$ cat src/rtl/sipo_pkg.sv
package sipo_pkg;
   localparam int SIPO_MAX_SYNC = 4;
   localparam int SIPO_N_LINES  = 3;
   typedef enum int {
      LINE_DATA  = 0,
      LINE_SHIFT = 1,
      LINE_STORE = 2
   } sipo_line_e;
endpackage

$ cat src/rtl/sipo_sync.sv
module sipo_sync #(
   parameter int WIDTH  = 3,
   parameter int STAGES = 2
) (
   input  logic             clk,
   input  logic             rst_n,
   input  logic [WIDTH-1:0] d_in,
   output logic [WIDTH-1:0] d_out
);
   if (STAGES == 0) begin : g_direct
      assign d_out = d_in;
   end else begin : g_flops
      logic [WIDTH-1:0] stg [STAGES];
      always_ff @(posedge clk or negedge rst_n) begin
         if (!rst_n) begin
            for (int i = 0; i < STAGES; i++) stg[i] <= '0;
         end else begin
            stg[0] <= d_in;
            for (int i = 1; i < STAGES; i++) stg[i] <= stg[i-1];
         end
      end
      assign d_out = stg[STAGES-1];
   end
endmodule

$ cat src/rtl/sipo_rise.sv
module sipo_rise #(
   parameter int WIDTH = 2
) (
   input  logic             clk,
   input  logic             rst_n,
   input  logic [WIDTH-1:0] level,
   output logic [WIDTH-1:0] rise
);
   logic [WIDTH-1:0] prev_q;
   always_ff @(posedge clk or negedge rst_n) begin
      if (!rst_n) prev_q <= '0;
      else        prev_q <= level;
   end
   for (genvar g = 0; g < WIDTH; g++) begin : g_bit
      assign rise[g] = level[g] & ~prev_q[g];
   end
endmodule

$ cat src/rtl/sipo_shift_chain.sv
module sipo_shift_chain #(
   parameter int WIDTH = 8
) (
   input  logic             clk,
   input  logic             rst_n,
   input  logic             mr_n,
   input  logic             shift_en,
   input  logic             din,
   output logic [WIDTH-1:0] chain_q,
   output logic             last_bit
);
   logic clr_n;
   assign clr_n = rst_n & mr_n;
   always_ff @(posedge clk or negedge clr_n) begin
      if (!clr_n)        chain_q <= '0;
      else if (shift_en) chain_q <= {chain_q[WIDTH-2:0], din};
   end
   assign last_bit = chain_q[WIDTH-1];
endmodule

$ cat src/rtl/sipo_store.sv
module sipo_store #(
   parameter int WIDTH = 8
) (
   input  logic             clk,
   input  logic             rst_n,
   input  logic             load,
   input  logic             oe_n,
   input  logic [WIDTH-1:0] chain_q,
   output logic [WIDTH-1:0] store_q,
   output logic [WIDTH-1:0] par_out,
   output logic             par_valid
);
   always_ff @(posedge clk or negedge rst_n) begin
      if (!rst_n)    store_q <= '0;
      else if (load) store_q <= chain_q;
   end
   assign par_valid = ~oe_n;
   assign par_out   = store_q & {WIDTH{par_valid}};
endmodule

$ cat src/rtl/sipo_latch_reg.sv
module sipo_latch_reg
   import sipo_pkg::*;
#(
   parameter int WIDTH       = 8,
   parameter int SYNC_STAGES = 2
) (
   input  logic             clk,
   input  logic             rst_n,
   input  logic             ser_in,
   input  logic             shift_clk,
   input  logic             store_clk,
   input  logic             mr_n,
   input  logic             oe_n,
   output logic [WIDTH-1:0] par_out,
   output logic             par_valid,
   output logic             ser_out
);
   if (WIDTH < 2) begin : g_bad_width
      $fatal(1, "WIDTH must be at least 2");
   end
   if (SYNC_STAGES < 0 || SYNC_STAGES > SIPO_MAX_SYNC) begin : g_bad_sync
      $fatal(1, "SYNC_STAGES out of range");
   end

   logic [SIPO_N_LINES-1:0] raw_lines, sync_lines;
   logic [1:0]              strobe_rise;
   logic                    shift_rise, store_rise;
   logic [WIDTH-1:0]        chain_q, store_q;

   assign raw_lines[LINE_DATA]  = ser_in;
   assign raw_lines[LINE_SHIFT] = shift_clk;
   assign raw_lines[LINE_STORE] = store_clk;

   sipo_sync #(.WIDTH(SIPO_N_LINES), .STAGES(SYNC_STAGES)) u_sync (
      .clk(clk), .rst_n(rst_n), .d_in(raw_lines), .d_out(sync_lines));

   sipo_rise #(.WIDTH(2)) u_rise (
      .clk(clk), .rst_n(rst_n),
      .level({sync_lines[LINE_STORE], sync_lines[LINE_SHIFT]}),
      .rise(strobe_rise));

   assign shift_rise = strobe_rise[0];
   assign store_rise = strobe_rise[1];

   sipo_shift_chain #(.WIDTH(WIDTH)) u_chain (
      .clk(clk), .rst_n(rst_n), .mr_n(mr_n), .shift_en(shift_rise),
      .din(sync_lines[LINE_DATA]), .chain_q(chain_q), .last_bit(ser_out));

   sipo_store #(.WIDTH(WIDTH)) u_store (
      .clk(clk), .rst_n(rst_n), .load(store_rise), .oe_n(oe_n),
      .chain_q(chain_q), .store_q(store_q), .par_out(par_out),
      .par_valid(par_valid));
endmodule

$ cat config.mk
export PLATFORM = sky130hd
export DESIGN_NAME = sipo_latch_reg
export DESIGN_NICKNAME = d
export VERILOG_FILES = /design/src/rtl/sipo_pkg.sv /design/src/rtl/sipo_sync.sv /design/src/rtl/sipo_rise.sv /design/src/rtl/sipo_shift_chain.sv /design/src/rtl/sipo_store.sv /design/src/rtl/sipo_latch_reg.sv
export SDC_FILE = /design/constraint.sdc
export NUM_CORES = 1
export LEC_CHECK = 0
export BUFFER_PORTS_ARGS = -buffer_cell sky130_fd_sc_hd__buf_2
export CAP_MARGIN = 10
export CORE_UTILIZATION = 54
export CTS_BUF_LIST = sky130_fd_sc_hd__clkbuf_8
export CTS_CLUSTER_SIZE = 12
export DETAILED_ROUTE_END_ITERATION = 6
export PLACE_DENSITY = 0.88
export SLEW_MARGIN = 20
export SYNTH_ARGS = -nofsm -noshare
export SYNTH_HDL_FRONTEND = slang
export SYNTH_SLANG_ARGS = --single-unit
$ cat constraint.sdc
create_clock -name clk -period 2 [get_ports clk]
set_input_delay 0.1 -clock clk [delete_from_list [all_inputs] [get_ports clk]]
set_output_delay 0.1 -clock clk [all_outputs]
set_load 0.02 [all_outputs]
# ---- Yosys cells after proc, flatten, opt, wreduce, memory -nomap -nowiden
# Index checks and enable logic that the tools add are counted.
# W data, S select, Z words.
dict set report word_totals {
  ff_bits 24
  input_bits 7
  out_inout_bits 10
  word_cells 12
}
dict set report op_classes {
  n_bitwise 7
}
# operator n
set op_table {}
lappend op_table {{$and A8 B8 Y8} 1}
lappend op_table {{$and A1 B1 Y1} 3}
lappend op_table {{$not A1 Y1} 3}

# ---- Depth between registers and ports, before layout
# Gate-level depths: netlist of the first run.
dict set report logic_depth {
  word_depth 2
  depth_mapped 3
  mapped_depth_nobuf 2
}

# ---- By module
# Synthesis of the first run repeated with hierarchy kept, for this count alone.
dict set report hier_totals {
  cells_unflattened 58
  hier_area_um2 980.9
}
# mod instances cells_each area_each_um2 seq_area_each_um2
set modules_own_cells {}
lappend modules_own_cells {sipo_store 1 26 385.4 200.2}
lappend modules_own_cells {sipo_shift_chain 1 19 345.3 200.2}
lappend modules_own_cells {sipo_sync 1 9 172.7 150.1}
lappend modules_own_cells {sipo_rise 1 4 77.6 50.0}

# ---- Worst setup path after synthesis of the first run
# OpenSTA, ideal clock, no wires.
dict set report synth_timing {
  kind {register to register}
  startpoint {register u_rise.prev_q[0]}
  endpoint {register u_chain.chain_q[0]}
  setup_time_ps 125
  t_arrival_ps 914
  t_required_ps 1875
  slack_ps 961
  stages_incl_launch_ff 4
  n_path_buf 1
  synth_period_minus_slack_ps 1039
  cell_sequence {dfrtp_1 nor2b_4 buf_6 mux2_4}
}
dict set report synth_via {
  elab_chain_len 2
}
# item line
set synth_rtl {}
lappend synth_rtl {{start: declaration} sipo_rise.sv:9} ;# logic [WIDTH-1:0] prev_q;
lappend synth_rtl {{start signal: assignment} sipo_rise.sv:12} ;# else prev_q <= level;
lappend synth_rtl {{$not A1 Y1} sipo_rise.sv:15} ;# assign rise[g] = level[g] & ~prev_q[g];
lappend synth_rtl {{$and A1 B1 Y1} sipo_rise.sv:15}
lappend synth_rtl {{end signal: assignment} sipo_shift_chain.sv:16} ;# else if (shift_en) chain_q <= {chain_q[WIDTH-2:0], din};
lappend synth_rtl {{end: declaration} sipo_shift_chain.sv:9} ;# output logic [WIDTH-1:0] chain_q,
# Every way passes these cells.
# A chain may end at the register's enable or synchronous reset.

# ---- Worst setup path in the final report of the first run
dict set report layout_timing {
  startpoint {register u_sync.g_flops.stg (netlist bit u_sync.d_out[2])}
  endpoint {register u_store.store_q[5]}
}
dict set report layout_via {
  elab_chain_len 1
}
# item line
set layout_rtl {}
lappend layout_rtl {{start: declaration} sipo_sync.sv:13} ;# logic [WIDTH-1:0] stg [STAGES];
lappend layout_rtl {{$and A1 B1 Y1} sipo_rise.sv:15}
lappend layout_rtl {{end signal: assignment} sipo_store.sv:15} ;# else if (load) store_q <= chain_q;
lappend layout_rtl {{end: declaration} sipo_store.sv:9} ;# output logic [WIDTH-1:0] store_q,
# Every way passes these cells.

==> results of run 1 <==
Yosys cell counts:
library cell / instances / area, um2
buf_6: 2 / 22.52
inv_1: 1 / 3.750
and2_1: 1 / 6.260
dfrtp_1: 24 / 600.6
nor2b_4: 2 / 27.53
nor2b_1: 8 / 50.05
mux2_4: 16 / 240.2
worst min-delay path by stage:
stage	endpoint	slack, ns	startpoint
3_3_place_gp	u_sync.g_flops.stg[4]	0.02	rst_n
6_report	u_sync.d_out[0]	0.28	rst_n
4_1_cts	u_sync.d_out[0]	0.29	rst_n
5_1_grt	u_sync.d_out[0]	0.32	rst_n
2_1_floorplan	u_rise.prev_q[0]	-0.20	rst_n
3_5_place_dp	u_sync.g_flops.stg[3]	0.03	rst_n
flip-flops by register name (all words and copies together), names as in the netlist:
name                cells
u_chain.chain_q         8
u_rise.prev_q           2
u_store.store_q         8
u_sync.d_out            3
u_sync.g_flops.stg      3
area by class of cell:
class / instances / area (um2)
multi-input cells: 27 / 324.1
clock buffers: 4 / 55.05
fillers: 93 / 442.9
repair buffers: 21 / 130.1
flip-flops and latches: 24 / 600.6
well taps: 16 / 20.02
inverters: 1 / 3.754
per-layer routing:
metal | wire length, um | part of all wire, %
met1 | 600 | 46
met2 | 600 | 46
met3 | 54 | 4.2
met4 | 42 | 3.2
met5 | 0 | 0
what timing repair did:
item / CTS / global route
endpoints found under the hold margin: 27 / 0
hold buffers: 5 / 0
setup buffers: 0 / 0
critical path: cells and delay by family (launching register included):
kind	cells	cell delay, ns
flops	1	0.37
mux	1	0.34
simple gates	1	0.33
cell families after synthesis:
logic type	synth area share, %
flops	63.16
mux	25.26
buf+inv	2.763
simple gates	8.817
stage by stage:
step / hold WS, ns / util, % / worst slack, ns / power, mW
after global routing: 0.3217 / 71.90 / 0.7945 / 1.509
final: 0.2804 / 71.90 / 0.8458 / 1.433
after floorplan: -0.1956 / - / 0.9605 / 1.018
after detailed placement: 0.03432 / 65.24 / 0.8574 / 1.132
after global placement: 0.02271 / 65.24 / 0.8790 / 1.103
after CTS: 0.2921 / 71.90 / 0.8332 / 1.450
report_power, final:
part | leakage [nW] | total (mW) | internal [mW] | switching, mW
Combinational | 0.251 | 0.394 | 0.252 | 0.141
Clock | 0.0288 | 0.310 | 0.175 | 0.134
Sequential | 0.290 | 0.730 | 0.627 | 0.103
==> metrics, run 1 <==
met2 Track Usage GR=27.16%; commonest non-fill, non-tap cells in the layout=dfrtp_1 (24), mux2_4 (16), buf_2 (16), nor2b_1 (8), dlygate4sd3_1 (5); Placement Cell Area=1028 um2; Setup CP Type=flip-flop to flip-flop; final worst path period share=57.71%; die width=43.97 um; wire length per cell=13.96 um; outcome=finished with violations; fin area=1134 um2; Synth Net Count=61; Crit. Startpoint=u_sync.d_out[2]; flop2flop setup slack=0.85 ns; 1st-iter DRT viols=5; Reg-to-Reg Start=u_sync.d_out[2]; Syn. warnings=0; layer with the highest usage=met2; sequential-to-total area share from yosys stat=63.16%; diodes inserted=0; Power Density=1265 nW/um2; initial antenna violation count=0; CP arrival=1.30 ns; PortBufs=16; Max transition margin=76.21%; met3 Track Usage GR=3.750%; number of synthesized register bits=24; post-route antenna net violation count=0; die area=1933 um2; Nets=85; Critical Path End=u_store.store_q[5]; Worst VDD drop=835.6 uV; Syn Inst Count=54; RSZ-0062 raised after global routing=false; CTS buffer count=3; GR Overflow Total=0; clk_lat worst skew=0.26 ns; Worst-Margin Slew=0.3568 ns; TNS Setup=0 ns; count of final setup violators=0; Max-Cap Viols=0; CTS sink cnt=24; R2R Path End=u_store.store_q[5]; row cnt=14; final WL=1298 um; DP Cell Count=84; core area=1577 um2; pin count of the biggest net entering global routing=18; Fin. Hold Viols=0; CP Max Fanout=8; Top Ports=17; critical-path cell list=nor2b_4 > mux2_4; Cell Count, Final, Fillers Out=93; fin. max-slew vios=0; root buf cell=clkbuf_8; vias=461; ratio of cells with drive above 1 in the final layout=49.35%; H-tree depth=1; FF-to-FF path depth=2; commonest non-fill, non-tap cell in the layout=dfrtp_1; First-pass DRT Iterations=6; P&R area growth vs syn=19.21%; failing checks=DRC; Worst path max stage delay=0.37 ns; Reg clk slew, reported paths=0.07 ns; fin crit period=1.154 ns; first-pass GRT wire length=2194 um; DRC=3; clk_skew=0.001181 ns; Crit. End Element=flip-flop; CP max stage cell=dfrtp_1; FMAX=866.4 MHz; worst hold path class=input pin to asynchronous set/reset pin; number of global-route vias before repair=444; Vias per Instance=4.957; routability cong.=0.7203; global routing usage on met1=22.32%; CP Data Required Time=2.14 ns; Cell variety after synth=7; Die Y=43.97 um; Tot GR Track Use=17.71%; initial core utilization=60.32%; post-CTS sizing=0; CTS tree=yes; Setup crit start kind=flip-flop; synthesized area=950.9 um2; Mean Syn Cell Area=17.61 um2; Lkg Pwr=0.5697 nW; clock buffer depth=2
Note: power is estimated with default switching activity, not from simulation.
==> run 2: changes to the inputs <==
==> constraint.sdc (replaced) <==
create_clock -name clk -period 1.08 [get_ports clk]
set_input_delay 0.054 -clock clk [delete_from_list [all_inputs] [get_ports clk]]
set_output_delay 0.054 -clock clk [all_outputs]
set_load 0.02 [all_outputs]
==> run 2 against run 1 <==
Compared with the run above:
- the flow finishes with violations (setup timing)
- cell count grew 6.5%
- critical path depth grew 1
- die area is the same
- clock power grew 87%
- global-route usage shrank 1.4 points
- combinational power grew 94%
- fmax grew 6.8%
- power grew 87%
- first-iteration DRC count grew to 2.8 times the previous value
- sequential power grew 84%
- largest power group unchanged
==> metrics, run 2 (same netlist as run 1, synthesis figures left out) <==
outcome=finished with violations; failing checks=setup timing; R2R Path End=u_chain.chain_q[1]; commonest non-fill, non-tap cell in the layout=dfrtp_1; TNS Setup=-0.0002583 ns; Power Density=2231 nW/um2; Die Y=43.97 um; initial antenna violation count=0; Worst path max stage delay=0.40 ns; wire length per cell=13.22 um; fin. max-slew vios=0; CP arrival=1.23 ns; FF-to-FF path depth=3; post-CTS sizing=0; Setup crit start kind=flip-flop; GR Overflow Total=0; final worst path period share=100.0%; PortBufs=16; fin area=1204 um2; clk_skew=0.003036 ns; final WL=1309 um; ratio of cells with drive above 1 in the final layout=53.01%; diodes inserted=0; CP max stage cell=dfrtp_1; Vias per Instance=4.980; die area=1933 um2; CTS tree=yes; Nets=91; fin crit period=1.080 ns; commonest non-fill, non-tap cells in the layout=dfrtp_1 (24), mux2_4 (16), buf_2 (16), nor2b_1 (8), dlygate4sd3_1 (5); core area=1577 um2; RSZ-0062 raised after global routing=true; clock buffer depth=2; row cnt=14; Top Ports=17; CP Data Required Time=1.23 ns; Largest regs=u_chain.chain_q x8, u_store.store_q x8; die width=43.97 um; count of final setup violators=1; 1st-iter DRT viols=14; flop2flop setup slack=-0.0003 ns; routability cong.=0.7155; first-pass GRT wire length=2132 um; H-tree depth=1; post-route antenna net violation count=0; Setup CP Type=flip-flop to flip-flop; Worst Setup Slack, final=-0.0002583 ns; Tot GR Track Use=16.34%; DP Cell Count=88; Worst VDD drop=1420 uV; Max transition margin=77.83%; worst hold path class=input pin to asynchronous set/reset pin; critical-path cell list=nor2b_4 > buf_12 > mux2_4; CTS sink cnt=24; Placement Cell Area=1084 um2; CTS buffer count=3; DRC=0; initial core utilization=60.32%; vias=493; FMAX=925.7 MHz; pin count of the biggest net entering global routing=17; Crit path max-delay family=flip-flops; number of global-route vias before repair=468; First-pass DRT Iterations=5; Lkg Pwr=0.6065 nW; clk_lat worst skew=0.26 ns; P&R area growth vs syn=26.58%; Reg-to-Reg Start=u_rise.prev_q[0]; CP Max Fanout=8; Fin. Hold Viols=0; Buf/Inv on CP=1; Worst-Margin Slew=0.3326 ns; Reg clk slew, reported paths=0.08 ns; Max-Cap Viols=0; root buf cell=clkbuf_8; Placement Setup Slack=-0.00005440 ns; Cell Count, Final, Fillers Out=99; Crit. End Element=flip-flop
-- run 2: changes by cell type in the layout (fill, tap and decap cells not counted) --
cell    previous run  this run
buf_4              0         4
buf_12             0         2
-- run 2: power by group --
group          internal [mW]  switching (mW)  leakage (nW)  total, mW
clock                  0.325           0.255        0.0288      0.580
combinational          0.491           0.272         0.288      0.763
sequential              1.16           0.181         0.290       1.34
total                   1.98           0.708         0.606       2.68
-- run 2: how the worst max path moves through the flow --
stage          slack, ns                  to        startpoint  cells after the start
6_report         -0.0003  u_chain.chain_q[1]  u_rise.prev_q[0]                      3
2_1_floorplan       0.04  u_chain.chain_q[0]  u_rise.prev_q[0]                      3
5_1_grt            -0.05  u_chain.chain_q[1]   u_sync.d_out[1]                      3
3_3_place_gp        0.03  u_chain.chain_q[6]  u_rise.prev_q[0]                      3
3_5_place_dp    -0.00005  u_chain.chain_q[1]  u_rise.prev_q[0]                      3
4_1_cts            -0.01  u_chain.chain_q[1]  u_rise.prev_q[0]                      3
-- run 2: metal layers --
| layer | GRT usage, % | vias to the layer above | share of wire, % |
|---|---|---|---|
| met5 | 0 | - | 0 |
| met4 | 10.91 | 0 | 0.61 |
| met3 | 2.500 | 2 | 2.4 |
| met2 | 25.07 | 13 | 49 |
| met1 | 21.65 | 242 | 48 |
| li1 | - | 236 | - |
-- run 2: worst min-delay path: stages --
cell           delay (ns)
dlygate4sd3_1        0.52
buf_2                0.13
buf_4                0.23
-- run 2: cell type report --
cell class                      count  area [um2]
Clock buffer                        4       55.05
Tap cell                           16       20.02
Inverter                            1       3.754
Timing Repair Buffer               27       200.2
Multi-Input combinational cell     27       324.1
Sequential cell                    24       600.6
Fill cell                          98       372.9
-- run 2: timing repair --
action                     in CTS  in global routing
setup buffers                   1                  1
hold buffers                    5                  0
hold endpoints to repair       27                  0
setup endpoints to repair      12                 16
-- run 2: through the flow --
stage	total power [mW]	utilization, %	hold WS, ns
floorplan	1.885	-	-0.2416
global placement	2.059	68.73	0.03729
detailed placement	2.107	68.73	0.03823
CTS	2.715	75.87	0.2831
global route	2.816	76.35	0.3070
finish	2.685	76.35	0.3049
